**src/rtl/cst_pkg.sv**
```systemverilog
package cst_pkg;
  localparam int unsigned WORD_W   = 32;
  localparam int unsigned BE_W     = WORD_W / 8;
  localparam logic [7:0]  OFS_FREQ = 8'h0C;
  localparam logic [7:0]  OFS_DIV  = 8'h10;

  typedef enum logic [1:0] {
    SEL_NONE = 2'd0,
    SEL_FREQ = 2'd1,
    SEL_DIV  = 2'd2
  } reg_sel_e;
endpackage

```
**src/rtl/cst_rst_sync.sv**
```systemverilog
module cst_rst_sync #(
  parameter int unsigned STAGES = 2
) (
  input  logic clk,
  input  logic rst_n,
  output logic rst_sync_n
);
  logic [STAGES-1:0] chain_q;
  logic [STAGES-1:0] chain_d;

  generate
    if (STAGES == 1) begin : g_one
      always_comb chain_d = 1'b1;
    end else begin : g_many
      always_comb chain_d = {chain_q[STAGES-2:0], 1'b1};
    end
  endgenerate

  always_ff @(posedge clk or negedge rst_n) begin
    if (!rst_n) chain_q <= '0;
    else        chain_q <= chain_d;
  end

  assign rst_sync_n = chain_q[STAGES-1];
endmodule

```
**src/rtl/cst_regs.sv**
```systemverilog
module cst_regs
  import cst_pkg::*;
#(
  parameter int unsigned          ADDR_W  = 8,
  parameter logic [WORD_W-1:0]    BASE_HZ = 32'd50_000_000
) (
  input  logic              clk,
  input  logic              rst_n,
  input  logic              bus_sel,
  input  logic              bus_wr,
  input  logic [ADDR_W-1:0] bus_addr,
  input  logic [BE_W-1:0]   bus_be,
  input  logic [WORD_W-1:0] bus_wdata,
  output logic [WORD_W-1:0] bus_rdata,
  input  logic              ain_clear,
  output logic [WORD_W-1:0] div_o,
  output logic              restart_o
);
  localparam logic [BE_W-1:0] FULL_BE = '1;

  reg_sel_e          rsel;
  logic              full_acc;
  logic              wr_div;
  logic              div_en;
  logic [WORD_W-1:0] div_d;
  logic [WORD_W-1:0] div_q;

  // address decode
  always_comb begin
    rsel = SEL_NONE;
    if (bus_addr == ADDR_W'(OFS_FREQ)) rsel = SEL_FREQ;
    else if (bus_addr == ADDR_W'(OFS_DIV)) rsel = SEL_DIV;
  end

  assign full_acc = bus_sel && (bus_be == FULL_BE);
  assign wr_div   = full_acc && bus_wr && (rsel == SEL_DIV);

  // next state
  always_comb begin
    div_d     = div_q;
    div_en    = 1'b0;
    restart_o = 1'b0;
    if (ain_clear) begin
      div_d     = '0;
      div_en    = 1'b1;
      restart_o = 1'b1;
    end else if (wr_div) begin
      div_d     = bus_wdata;
      div_en    = 1'b1;
      restart_o = 1'b1;
    end
  end

  always_ff @(posedge clk or negedge rst_n) begin
    if (!rst_n)      div_q <= '0;
    else if (div_en) div_q <= div_d;
  end

  // read mux
  always_comb begin
    bus_rdata = '0;
    if (full_acc && !bus_wr) begin
      case (rsel)
        SEL_FREQ: bus_rdata = BASE_HZ;
        SEL_DIV:  bus_rdata = div_q;
        default:  bus_rdata = '0;
      endcase
    end
  end

  assign div_o = div_q;


  clear_wins_chk: assert property (@(posedge clk) disable iff (!rst_n)
    ain_clear |=> (div_q == '0));


  partial_ignored_chk: assert property (@(posedge clk) disable iff (!rst_n)
    (bus_sel && bus_wr && (bus_be != FULL_BE) && !ain_clear) |=> $stable(div_q));


  unmapped_wr_chk: assert property (@(posedge clk) disable iff (!rst_n)
    (bus_sel && bus_wr && (rsel != SEL_DIV) && !ain_clear) |=> $stable(div_q));
endmodule

```
**src/rtl/cst_ticker.sv**
```systemverilog
module cst_ticker
  import cst_pkg::*;
(
  input  logic              clk,
  input  logic              rst_n,
  input  logic [WORD_W-1:0] div_i,
  input  logic              restart_i,
  output logic              pulse_o
);
  logic [WORD_W-1:0] cnt_q;
  logic [WORD_W-1:0] cnt_d;
  logic              pulse_q;
  logic              pulse_d;
  logic              cnt_en;
  logic              running;
  logic              at_end;

  assign running = (div_i != '0);
  assign at_end  = (cnt_q == div_i - WORD_W'(1));
  assign cnt_en  = restart_i || running;

  // next state
  always_comb begin
    cnt_d   = cnt_q;
    pulse_d = 1'b0;
    if (restart_i) begin
      cnt_d = '0;
    end else if (running) begin
      if (at_end) begin
        cnt_d   = '0;
        pulse_d = 1'b1;
      end else begin
        cnt_d = cnt_q + WORD_W'(1);
      end
    end
  end

  always_ff @(posedge clk or negedge rst_n) begin
    if (!rst_n)      cnt_q <= '0;
    else if (cnt_en) cnt_q <= cnt_d;
  end

  always_ff @(posedge clk or negedge rst_n) begin
    if (!rst_n) pulse_q <= 1'b0;
    else        pulse_q <= pulse_d;
  end

  assign pulse_o = pulse_q;


  restart_clears_chk: assert property (@(posedge clk) disable iff (!rst_n)
    restart_i |=> (cnt_q == '0 && !pulse_q));


  single_cycle_chk: assert property (@(posedge clk) disable iff (!rst_n)
    (pulse_q && div_i > WORD_W'(1) && !restart_i) |=> !pulse_q);


  count_bound_chk: assert property (@(posedge clk) disable iff (!rst_n)
    running |-> (cnt_q < div_i));


  idle_quiet_chk: assert property (@(posedge clk) disable iff (!rst_n)
    (!running && !restart_i) |=> !pulse_q);
endmodule

```
**src/rtl/conv_start_timer.sv**
```systemverilog
module conv_start_timer
  import cst_pkg::*;
#(
  parameter int unsigned       ADDR_W     = 8,
  parameter logic [31:0]       BASE_HZ    = 32'd50_000_000,
  parameter int unsigned       SYNC_STAGE = 2
) (
  input  logic              clk,
  input  logic              rst_n,
  input  logic              bus_sel,
  input  logic              bus_wr,
  input  logic [ADDR_W-1:0] bus_addr,
  input  logic [3:0]        bus_be,
  input  logic [31:0]       bus_wdata,
  output logic [31:0]       bus_rdata,
  input  logic              ain_clear,
  output logic              start_pulse,
  output logic              sw_mode
);
  logic              rst_int_n;
  logic [WORD_W-1:0] div;
  logic              restart;

  cst_rst_sync #(.STAGES(SYNC_STAGE)) u_rst (
    .clk        (clk),
    .rst_n      (rst_n),
    .rst_sync_n (rst_int_n)
  );

  cst_regs #(.ADDR_W(ADDR_W), .BASE_HZ(BASE_HZ)) u_regs (
    .clk       (clk),
    .rst_n     (rst_int_n),
    .bus_sel   (bus_sel),
    .bus_wr    (bus_wr),
    .bus_addr  (bus_addr),
    .bus_be    (bus_be),
    .bus_wdata (bus_wdata),
    .bus_rdata (bus_rdata),
    .ain_clear (ain_clear),
    .div_o     (div),
    .restart_o (restart)
  );

  cst_ticker u_tick (
    .clk       (clk),
    .rst_n     (rst_int_n),
    .div_i     (div),
    .restart_i (restart),
    .pulse_o   (start_pulse)
  );

  assign sw_mode = (div == '0);


  mode_vs_pulse_chk: assert property (@(posedge clk) disable iff (!rst_int_n)
    (sw_mode && !restart) |=> !start_pulse);
endmodule

```
**config.mk**
```make
export PLATFORM = sky130hd
export DESIGN_NAME = conv_start_timer
export DESIGN_NICKNAME = d
export VERILOG_FILES = /design/src/rtl/cst_pkg.sv /design/src/rtl/cst_rst_sync.sv /design/src/rtl/cst_regs.sv /design/src/rtl/cst_ticker.sv /design/src/rtl/conv_start_timer.sv
export SDC_FILE = /design/constraint.sdc
export NUM_CORES = 1
export LEC_CHECK = 0
export BUFFER_PORTS_ARGS = -buffer_cell sky130_fd_sc_hd__buf_2
export CAP_MARGIN = 0
export CORE_MARGIN = 2
export CORE_UTILIZATION = 50
export CTS_CLUSTER_SIZE = 24
export DETAILED_ROUTE_END_ITERATION = 10
export PLACE_DENSITY = 0.73
export SYNTH_ARGS = -nofsm -noshare
export SYNTH_HDL_FRONTEND = slang
export SYNTH_SLANG_ARGS = --single-unit
```
**constraint.sdc**
```tcl
create_clock -name clk -period 3.5 [get_ports clk]
set_input_delay 0.35 -clock clk [delete_from_list [all_inputs] [get_ports clk]]
set_output_delay 0.35 -clock clk [all_outputs]
set_load 0.05 [all_outputs]
```
==> impl_metrics.env, run 1 <==
export IMPL_cp_slowest_stage_delay_ns=0.60
export IMPL_die_y_um=104
export IMPL_synth_top_area_share_pct=33.3
export IMPL_hold_depth=3
export IMPL_antenna_found_initial=0
export IMPL_drive_above_1_share_pct=23.7
export IMPL_synth_edf_count=0
export IMPL_synth_area_leaders="dfrtp_1, nand2_1, a21oi_1"
export IMPL_synth_net_count=698
export IMPL_io_pins=83
export IMPL_dr_wl_met2_um=6860
export IMPL_final_hold_violation_count=0
export IMPL_dp_cells=848
export IMPL_path_cells="inv_1 -> ha_1 -> nor3b_2 -> buf_4 -> xor2_1 -> o211a_1 -> a2111oi_1 -> nand4_1 -> or4_1 -> buf_12 -> nand2_8 -> o311ai_1"
export IMPL_vias=4949
export IMPL_clk_pin_slew_ns=0.08
export IMPL_cp_start_kind="flip-flop"
export IMPL_grt_max_degree=39
export IMPL_cts_sinks=67
export IMPL_min_path_type="in -> reg"
export IMPL_cp_depth=12
export IMPL_path_buf_inv=3
export IMPL_fillers=898
export IMPL_irDropWorstVdd_mv=0.164
export IMPL_cts_buffer_depth=2
export IMPL_finalCriticalPeriod_ns=3.35
export IMPL_drtAntennaViolNets=0
export IMPL_clk_latency_ns=0.36
export IMPL_gr_total_overflow=0
export IMPL_grt_pass1_vias=4722
export IMPL_drc=0
export IMPL_wl_per_cell_um=16.0
export IMPL_skew_ns=0.0119
export IMPL_slowest_stage="or4_1"
export IMPL_synth_most_common_cell="nand2_1"
export IMPL_max_cap_violations=0
export IMPL_ys_warn_count=0
export IMPL_synth_seq_cells=67
export IMPL_finalSetupViolCount=0
export IMPL_place_gp_congestion=0.899
export IMPL_top_layer="met4"
export IMPL_final_max_slew_viol_count=0
export IMPL_core_area_um2=9770
export IMPL_leakage_uw=0.00255
export IMPL_power_density_nw_per_um2=256
export IMPL_n_antenna_cell=0
export IMPL_synth_top_area_cell="dfrtp_1"
export IMPL_outcome="completed"
export IMPL_wl_met3_um=698
export IMPL_avgSynthCellArea_um2=7.77
export IMPL_synth_top_flop_cell="dfrtp_1"
export IMPL_cp_arrival_ns=3.57
export IMPL_cp_max_fo=33
export IMPL_dr_pass1_iters=5
export IMPL_seq_area_frac_synth_pct=33.3
export IMPL_track_usage_pct=25.8
export IMPL_worstSetupPathType="reg -> reg"
export IMPL_die_area_um2=10900
export IMPL_hpwl_um=10100
export IMPL_start_util_pct=51.4
export IMPL_async_flop_share_pct=100
export IMPL_fin_tns_setup_ns=0
export IMPL_worstRegToRegCells=12
export IMPL_ys_types=68
export IMPL_cts_tree="yes"
export IMPL_nets=779
export IMPL_syn_area_um2=5030
export IMPL_multi_input_area_um2=3090
export IMPL_cts_htree_levels=3
export IMPL_regArea_um2=1680
export IMPL_cpLargestDelayFamily="simple AND/OR/NAND/NOR gates"
export IMPL_area_growth_pct=17.7
export IMPL_fmax_mhz=299
export IMPL_num_rows=36
export IMPL_synth_cells=647
export IMPL_slew_headroom_pct=42.8
export IMPL_cts_buffers_inserted=9
export IMPL_synth_common_cells="nand2_1, dfrtp_1, a21oi_1"
export IMPL_drtIter0Drc=229
export IMPL_die_w_um=104
export IMPL_met1_length_um=5910
export IMPL_finalCritPeriodShare_pct=95.7
export IMPL_postRouteWirelength_um=13900
export IMPL_tightest_slew_ns=0.858
export IMPL_grt_first_pass_wirelength_um=23000
export IMPL_critPathRequiredTime_ns=3.72
export IMPL_fin_cells=866
export IMPL_portBuffers=82
export IMPL_crit_path_end_kind="flip-flop"
export IMPL_vias_per_cell=5.71
export IMPL_cts_root_buffer="clkbuf_8"
-- per-layer routing --
layer  track usage (%)  vias to the layer above
met2              44.2                      154
met3              3.95                       31
met4              10.8                        0
li1                  -                     2442
met1              32.2                     2322
met5                 0                        -
-- what timing repair did --
| item | CTS | global route |
|---|---|---|
| buffers inserted | 0 | 0 |
| gates resized for setup | 0 | 4 |
| hold endpoints to repair | 2 | 0 |
| hold buffers | 1 | 0 |
| endpoints found under the setup margin | 0 | 29 |
-- registers in the layout, summed over array words and instances (netlist names) --
register,cells
u_tick.cnt_q,32
u_regs.div_o,32
u_rst.chain_q,2
u_tick.pulse_o,1
-- logic make-up after synthesis --
kind of cell | count (synthesis) | synth area share [%]
mux | 5 | 1.02
other cells | 1 | 0.0746
fa+ha+maj | 2 | 0.498
simple gates | 349 | 35.7
buf+inv | 68 | 6.49
flops | 67 | 33.3
compound gates | 116 | 16.1
xor+xnor | 39 | 6.79
-- area by class of cell --
type | instances | share of cell area [%]
clock buffer | 11 | 2.39
clock inverter | 5 | 0.888
inverter | 12 | 0.761
multi-input combinational | 513 | 52.1
sequential | 67 | 28.4
tap | 133 | 2.81
timing repair buffer | 125 | 12.6
-- cell usage in the layout (no fill, tap or decap), drive strengths merged, types with 5 or more instances in the layout --
master  Yosys  routed
nor3       18      18
or3        11      11
inv        12      12
a21oi      51      51
nand4      24      24
nand2     142     143
nor2       33      33
or4         9       9
nand3      36      36
clkbuf     44      11
xnor2      25      25
nor4       12      12
o21ai      17      17
nor2b       8       8
xor2       14      14
o211ai     13      13
or2         8       8
and3        5       5
buf        12     124
and2       20      20
dfrtp      67      67
nand4b      6       6
o311ai     13      13
-- where the power goes --
part           switching, uW  total [uW]  internal, uW  leakage [uW]
sequential              8.77         783           774      0.000931
combinational           29.7        52.8          23.1       0.00152
clock                    333         678           346     0.0000991
total                    371        1510          1140       0.00255
-- worst reg2reg max path: stages, from the launching register on --
cell	delay (ns)
dfrtp_1	0.44
inv_1	0.08
ha_1	0.21
nor3b_2	0.32
buf_4	0.22
xor2_1	0.07
o211a_1	0.25
a2111oi_1	0.41
nand4_1	0.14
or4_1	0.60
buf_12	0.21
nand2_8	0.16
o311ai_1	0.12
-- stage by stage --
stage	power (uW)	hold slack, ns	setup slack (ns)	instance area, um^2	util, %
floorplan	815	0.0544	0.0731	5040	-
detailed placement	852	0.137	0.112	5680	58.1
global route	1560	0.219	-0.0842	5920	60.5
global placement	850	0.135	0.166	5680	58.1
finish	1510	0.216	0.151	5920	60.5
CTS	1530	0.211	0.0945	5880	60.2
-- path summary, 6_finish.rpt --
check | end | startpoint | slack (ns)
hold / removal | u_regs.div_o[26]$_DFFE_PN0N_ | bus_wdata[26] | 0.22
min in group asynchronous | u_rst.chain_q[1]$_DFF_PN0_ | rst_n | 0.30
max in group asynchronous | u_regs.div_o[14]$_DFFE_PN0N_ | u_rst.chain_q[1]$_DFF_PN0_ | 2.21
setup / recovery | u_tick.cnt_q[19]$_DFFE_PN0P_ | u_regs.div_o[0]$_DFFE_PN0N_ | 0.15
hold reg to reg | u_rst.chain_q[1]$_DFF_PN0_ | u_rst.chain_q[0]$_DFF_PN0_ | 0.37
setup reg to reg | u_tick.cnt_q[19]$_DFFE_PN0P_ | u_regs.div_o[0]$_DFFE_PN0N_ | 0.15
Power figures use the tool's default switching activity.
==> inputs of run 2 (changes only) <==
--- a/config.mk
+++ b/config.mk
@@ -11,7 +11,7 @@
 export CORE_UTILIZATION = 50
 export CTS_CLUSTER_SIZE = 24
 export DETAILED_ROUTE_END_ITERATION = 10
-export PLACE_DENSITY = 0.73
+export PLACE_DENSITY_LB_ADDON = 0.1
 export SYNTH_ARGS = -nofsm -noshare
 export SYNTH_HDL_FRONTEND = slang
 export SYNTH_SLANG_ARGS = --single-unit
==> run 2 against run 1 <==
Flip-flop and latch count stayed put. Count of clock-buffer cells in the layout rose by 3. Sequential power about the same. First-iteration DRC count grew 0.44%. Critical path depth fell by 3. Core utilization down 0.10 points. Worst setup slack about the same. Power is 0.33% higher. Combinational power is 1% lower.
==> impl_metrics.env, run 2 (synthesis gave the netlist of run 1 again) <==
export IMPL_path_common_cell="or4_1"
export IMPL_slowest_stage="or4_1"
export IMPL_switching_power_uw=353
export IMPL_nets=778
export IMPL_path_cells="or3_4 -> or4_4 -> a2111oi_4 -> o21bai_1 -> or4_1 -> or4_1 -> buf_12 -> nand2_8 -> o311ai_1"
export IMPL_drc=0
export IMPL_vias_per_cell=5.82
export IMPL_vias=5035
export IMPL_power_density_nw_per_um2=257
export IMPL_cts_tree="yes"
export IMPL_finalCriticalPeriod_ns=3.35
export IMPL_postRouteWirelength_um=13900
export IMPL_leakage_uw=0.00255
export IMPL_drive_above_1_share_pct=23.2
export IMPL_cp_max_fo=33
export IMPL_final_max_slew_viol_count=0
export IMPL_p_comb_share_pct=3.4
export IMPL_portBuffers=82
export IMPL_cts_root_buffer="clkbuf_8"
export IMPL_skew_ns=0.00814
export IMPL_cts_htree_levels=3
export IMPL_final_hold_violation_count=0
export IMPL_place_gp_congestion=0.912
export IMPL_wl_per_cell_um=16.0
export IMPL_clk_pin_slew_ns=0.08
export IMPL_grt_first_pass_wirelength_um=23100
export IMPL_place_area_um2=5670
export IMPL_grt_max_degree=48
export IMPL_outcome="completed"
export IMPL_finalSetupViolCount=0
export IMPL_finalCritPeriodShare_pct=95.7
export IMPL_cpLargestDelayFamily="simple AND/OR/NAND/NOR gates"
export IMPL_layout_commonest_cell="nand2_1"
export IMPL_critPathRequiredTime_ns=3.74
export IMPL_drtIter0Drc=230
export IMPL_layout_common_cells="nand2_1, buf_2, dfrtp_1"
export IMPL_crit_path_end_kind="flip-flop"
export IMPL_cts_setup_buffers=0
export IMPL_grt_pass1_vias=4850
export IMPL_tightest_slew_ns=1.08
export IMPL_setup_ws_ns=0.152
export IMPL_switching_share_pct=23.2
export IMPL_cts_sinks=67
export IMPL_final_util_pct=60.4
export IMPL_io_pins=83
export IMPL_dr_pass1_iters=4
export IMPL_track_usage_pct=26.0
export IMPL_fillers=906
export IMPL_min_path_type="in -> reg"
export IMPL_rsz0062_at_grt="no"
export IMPL_worstSetupPathType="reg -> reg"
export IMPL_p_clk_share_pct=44.9
export IMPL_path_buf_inv=1
export IMPL_cp_arrival_ns=3.58
export IMPL_clk_latency_ns=0.36
export IMPL_fin_tns_setup_ns=0
export IMPL_antenna_found_initial=0
export IMPL_cp_slowest_stage_delay_ns=0.57
export IMPL_power_uw=1520
export IMPL_cts_buffer_depth=2
export IMPL_num_rows=36
export IMPL_fmax_mhz=299
export IMPL_p_int_uw=1170
export IMPL_die_area_um2=10900
export IMPL_cts_buffers_inserted=9
export IMPL_pre_cts_ws_ns=0.0884
export IMPL_max_cap_violations=0
export IMPL_irDropWorstVdd_mv=0.216
export IMPL_cp_start_kind="flip-flop"
export IMPL_start_util_pct=51.4
export IMPL_area_growth_pct=17.5
export IMPL_seqPwrFrac_pct=51.7
export IMPL_gr_total_overflow=0
export IMPL_die_y_um=104
export IMPL_rrSetupSlack_ns=0.15
export IMPL_slew_headroom_pct=28.0
export IMPL_stdcell_area_um2=5910
export IMPL_n_antenna_cell=0
export IMPL_core_area_um2=9770
export IMPL_hpwl_um=9980
export IMPL_die_w_um=104
export IMPL_drtAntennaViolNets=0
run 2: path summary, 6_finish.rpt:
path	from	endpoint	cells past startpoint
setup / recovery	u_regs.div_o[18]$_DFFE_PN0N_	u_tick.cnt_q[20]$_DFFE_PN0P_	9
hold / removal	bus_wdata[6]	u_regs.div_o[6]$_DFFE_PN0N_	3
setup reg to reg	u_regs.div_o[18]$_DFFE_PN0N_	u_tick.cnt_q[20]$_DFFE_PN0P_	9
hold reg to reg	u_rst.chain_q[0]$_DFF_PN0_	u_rst.chain_q[1]$_DFF_PN0_	0
max in group asynchronous	u_rst.chain_q[1]$_DFF_PN0_	u_tick.cnt_q[14]$_DFFE_PN0P_	1
min in group asynchronous	rst_n	u_rst.chain_q[1]$_DFF_PN0_	2
run 2: worst reg2reg max path, stage by stage, from the launching register on:
cell       delay, ns
dfrtp_1         0.38
or3_4           0.42
or4_4           0.54
a2111oi_4       0.32
o21bai_1        0.09
or4_1           0.41
or4_1           0.58
buf_12          0.21
nand2_8         0.15
o311ai_1        0.13
run 2: area by class of cell:
type	count	area [um^2]	area share, %
well taps	133	166	2.82
flip-flops and latches	67	1680	28.4
clock inverters	2	35.0	0.593
inverters	12	45.0	0.763
multi-input cells	513	3080	52.1
clock buffers	14	163	2.75
repair buffers	124	741	12.5
run 2: through the flow:
stage / hold slack [ns] / cells
floorplan: 0.0544 / 647
finish: 0.214 / 865
CTS: 0.198 / 864
detailed placement: 0.138 / 847
global route: 0.216 / 865
global placement: 0.136 / 847
run 2: power groups by stage:
stage,logic (uW),registers (uW),clock network (uW)
floorplan,14.0,801,0
global placement,50.2,801,0
detailed placement,51.1,802,0
CTS,52.3,787,699
global route,57.9,788,726
finish,52.1,786,682
run 2: routing by layer:
metal,wire length (um),track usage [%],vias up
met3,679,3.38,24
met5,0,0,-
met4,318,11.2,0
met2,6930,44.9,163
met1,5930,32.6,2405
li1,-,-,2443
run 2: timing repair:
action	CTS	global route
endpoints found under the hold margin	2	0
resized for setup	0	2
hold buffers	1	0
endpoints found under the setup margin	0	25
==> inputs of run 3 (changes only) <==
==> constraint.sdc (replaced) <==
create_clock -name clk -period 3.5 [get_ports clk]
set_input_delay 0.35 -clock clk [delete_from_list [all_inputs] [get_ports clk]]
set_output_delay 0.35 -clock clk [all_outputs]
set_load 0.01 [all_outputs]
==> run 3 against run 2 <==
Wire length shrank 0.86%. Maximum frequency grew 1.3%. Power shrank 9.0%. Largest power group unchanged. Via count is essentially flat. Combinational power grew 4.6%. Design area shrank 1.2%.
==> impl_metrics.env, run 3 (synthesis gave the netlist of run 1 again) <==
export IMPL_cts_setup_buffers=0
export IMPL_cp_start_kind="flip-flop"
export IMPL_gr_total_overflow=0
export IMPL_switching_share_pct=24.3
export IMPL_dp_cells=845
export IMPL_rsz0062_at_grt="no"
export IMPL_grt_first_pass_wirelength_um=22600
export IMPL_vias_per_cell=5.85
export IMPL_slowest_stage="or4_1"
export IMPL_p_int_uw=1050
export IMPL_cts_root_buffer="clkbuf_8"
export IMPL_clk_pin_slew_ns=0.08
export IMPL_die_w_um=104
export IMPL_critPathRequiredTime_ns=3.70
export IMPL_switching_power_uw=336
export IMPL_cts_htree_levels=3
export IMPL_place_gp_congestion=0.901
export IMPL_multi_input_area_um2=3070
export IMPL_layout_commonest_cell="nand2_1"
export IMPL_max_cap_violations=0
export IMPL_drtAntennaViolNets=0
export IMPL_finalSetupViolCount=0
export IMPL_min_path_type="in -> reg"
export IMPL_dr_pass1_iters=5
export IMPL_num_rows=36
export IMPL_die_area_um2=10900
export IMPL_clk_latency_ns=0.33
export IMPL_cts_buffers_inserted=9
export IMPL_path_buf_inv=1
export IMPL_path_common_cell="or4_1"
export IMPL_cts_tree="yes"
export IMPL_final_hold_violation_count=0
export IMPL_hpwl_um=10000
export IMPL_cp_slowest_stage_delay_ns=0.57
export IMPL_grt_pass1_vias=4624
export IMPL_drive_above_1_share_pct=22.9
export IMPL_final_max_slew_viol_count=0
export IMPL_fin_tns_setup_ns=0
export IMPL_vias=5039
export IMPL_postRouteWirelength_um=13700
export IMPL_cts_buffer_depth=2
export IMPL_power_density_nw_per_um2=237
export IMPL_tightest_slew_ns=0.675
export IMPL_fillers=925
export IMPL_drtIter0Drc=381
export IMPL_n_antenna_cell=0
export IMPL_cp_max_fo=33
export IMPL_nets=776
export IMPL_finalCritPeriodShare_pct=94.4
export IMPL_irDropWorstVdd_mv=0.185
export IMPL_track_usage_pct=25.3
export IMPL_layout_common_cells="nand2_1, buf_2, dfrtp_1"
export IMPL_outcome="completed"
export IMPL_cts_sinks=67
export IMPL_drc=0
export IMPL_slew_headroom_pct=55.0
export IMPL_skew_ns=0.0111
export IMPL_start_util_pct=51.4
export IMPL_io_pins=83
export IMPL_grt_max_degree=38
export IMPL_p_comb_share_pct=3.9
export IMPL_finalCriticalPeriod_ns=3.31
export IMPL_p_clk_share_pct=39.6
export IMPL_core_area_um2=9770
export IMPL_cp_arrival_ns=3.51
export IMPL_worstSetupPathType="reg -> reg"
export IMPL_fmax_mhz=303
export IMPL_seqPwrFrac_pct=56.5
export IMPL_area_growth_pct=16.1
export IMPL_portBuffers=82
export IMPL_die_y_um=104
export IMPL_crit_path_end_kind="flip-flop"
export IMPL_path_cells="or3_4 -> or4_4 -> a2111oi_4 -> o21bai_1 -> or4_1 -> or4_1 -> buf_12 -> nand2_8 -> o311ai_1"
export IMPL_final_util_pct=59.7
export IMPL_fin_cells=862
export IMPL_antenna_found_initial=0
export IMPL_leakage_uw=0.00252
export IMPL_regArea_um2=1680
export IMPL_cpLargestDelayFamily="simple AND/OR/NAND/NOR gates"
export IMPL_wl_per_cell_um=15.9
export IMPL_rrSetupSlack_ns=0.19
-- run 3: cell count changes in the layout (fill, tap and decap cells not counted), sizes merged --
cell,change
buf,-2
clkinv,+3
bufinv,-1
clkbuf,-3
-- run 3: final cells by class --
type | instances | share of cell area [%]
clock buffer | 11 | 2.25
clock inverter | 4 | 0.343
inverter | 12 | 0.772
multi-input combinational | 513 | 52.6
sequential | 67 | 28.7
tap | 133 | 2.85
timing repair buffer | 122 | 12.4
-- run 3: routing by layer --
layer | track usage [%] | up-vias | wire length (um)
li1 | - | 2441 | -
met1 | 36.6 | 2372 | 6300
met2 | 39.3 | 204 | 6240
met3 | 3.38 | 22 | 973
met4 | 7.72 | 0 | 229
met5 | 0 | - | 0
-- run 3: power by group through the flow --
stage          sequential, uW  clock, uW  combinational [uW]
2_1_floorplan             801          0                13.9
3_3_place_gp              797          0                53.3
3_5_place_dp              797          0                54.1
4_1_cts                   782        561                55.0
5_1_grt                   782        595                61.3
6_report                  781        547                54.5
-- run 3: what timing repair did --
item	in CTS	in global routing
setup endpoints to repair	0	25
endpoints found under the hold margin	2	0
hold buffers	1	0
gates resized for setup	0	3
-- run 3: worst paths after layout --
check,startpoint,end,cells after the start
worst max register to register,u_regs.div_o[18]$_DFFE_PN0N_,u_tick.cnt_q[28]$_DFFE_PN0P_,9
worst max-delay path,u_regs.div_o[18]$_DFFE_PN0N_,u_tick.cnt_q[28]$_DFFE_PN0P_,9
max in group asynchronous,u_rst.chain_q[1]$_DFF_PN0_,u_tick.cnt_q[20]$_DFFE_PN0P_,1
min in group asynchronous,u_rst.chain_q[1]$_DFF_PN0_,u_regs.div_o[9]$_DFFE_PN0N_,0
worst min register to register,u_rst.chain_q[1]$_DFF_PN0_,u_regs.div_o[9]$_DFFE_PN0N_,0
worst min-delay path,bus_wdata[0],u_regs.div_o[0]$_DFFE_PN0N_,3
-- run 3: worst reg2reg max path, delay by kind of cell, from the launching register on --
kind            cells  cell delay [ns]
compound gates      3             0.54
buf+inv             1             0.21
flops               1             0.38
simple gates        5             2.06
-- run 3: stage by stage --
step | power [uW] | cell area (um^2) | hold slack (ns) | setup slack [ns]
after global placement | 850 | 5640 | 0.135 | 0.166
after CTS | 1400 | 5800 | 0.227 | 0.112
after detailed placement | 851 | 5640 | 0.136 | 0.102
after floorplan | 815 | 5030 | 0.0544 | 0.211
final | 1380 | 5840 | 0.242 | 0.195
after global routing | 1440 | 5840 | 0.237 | 0.0275
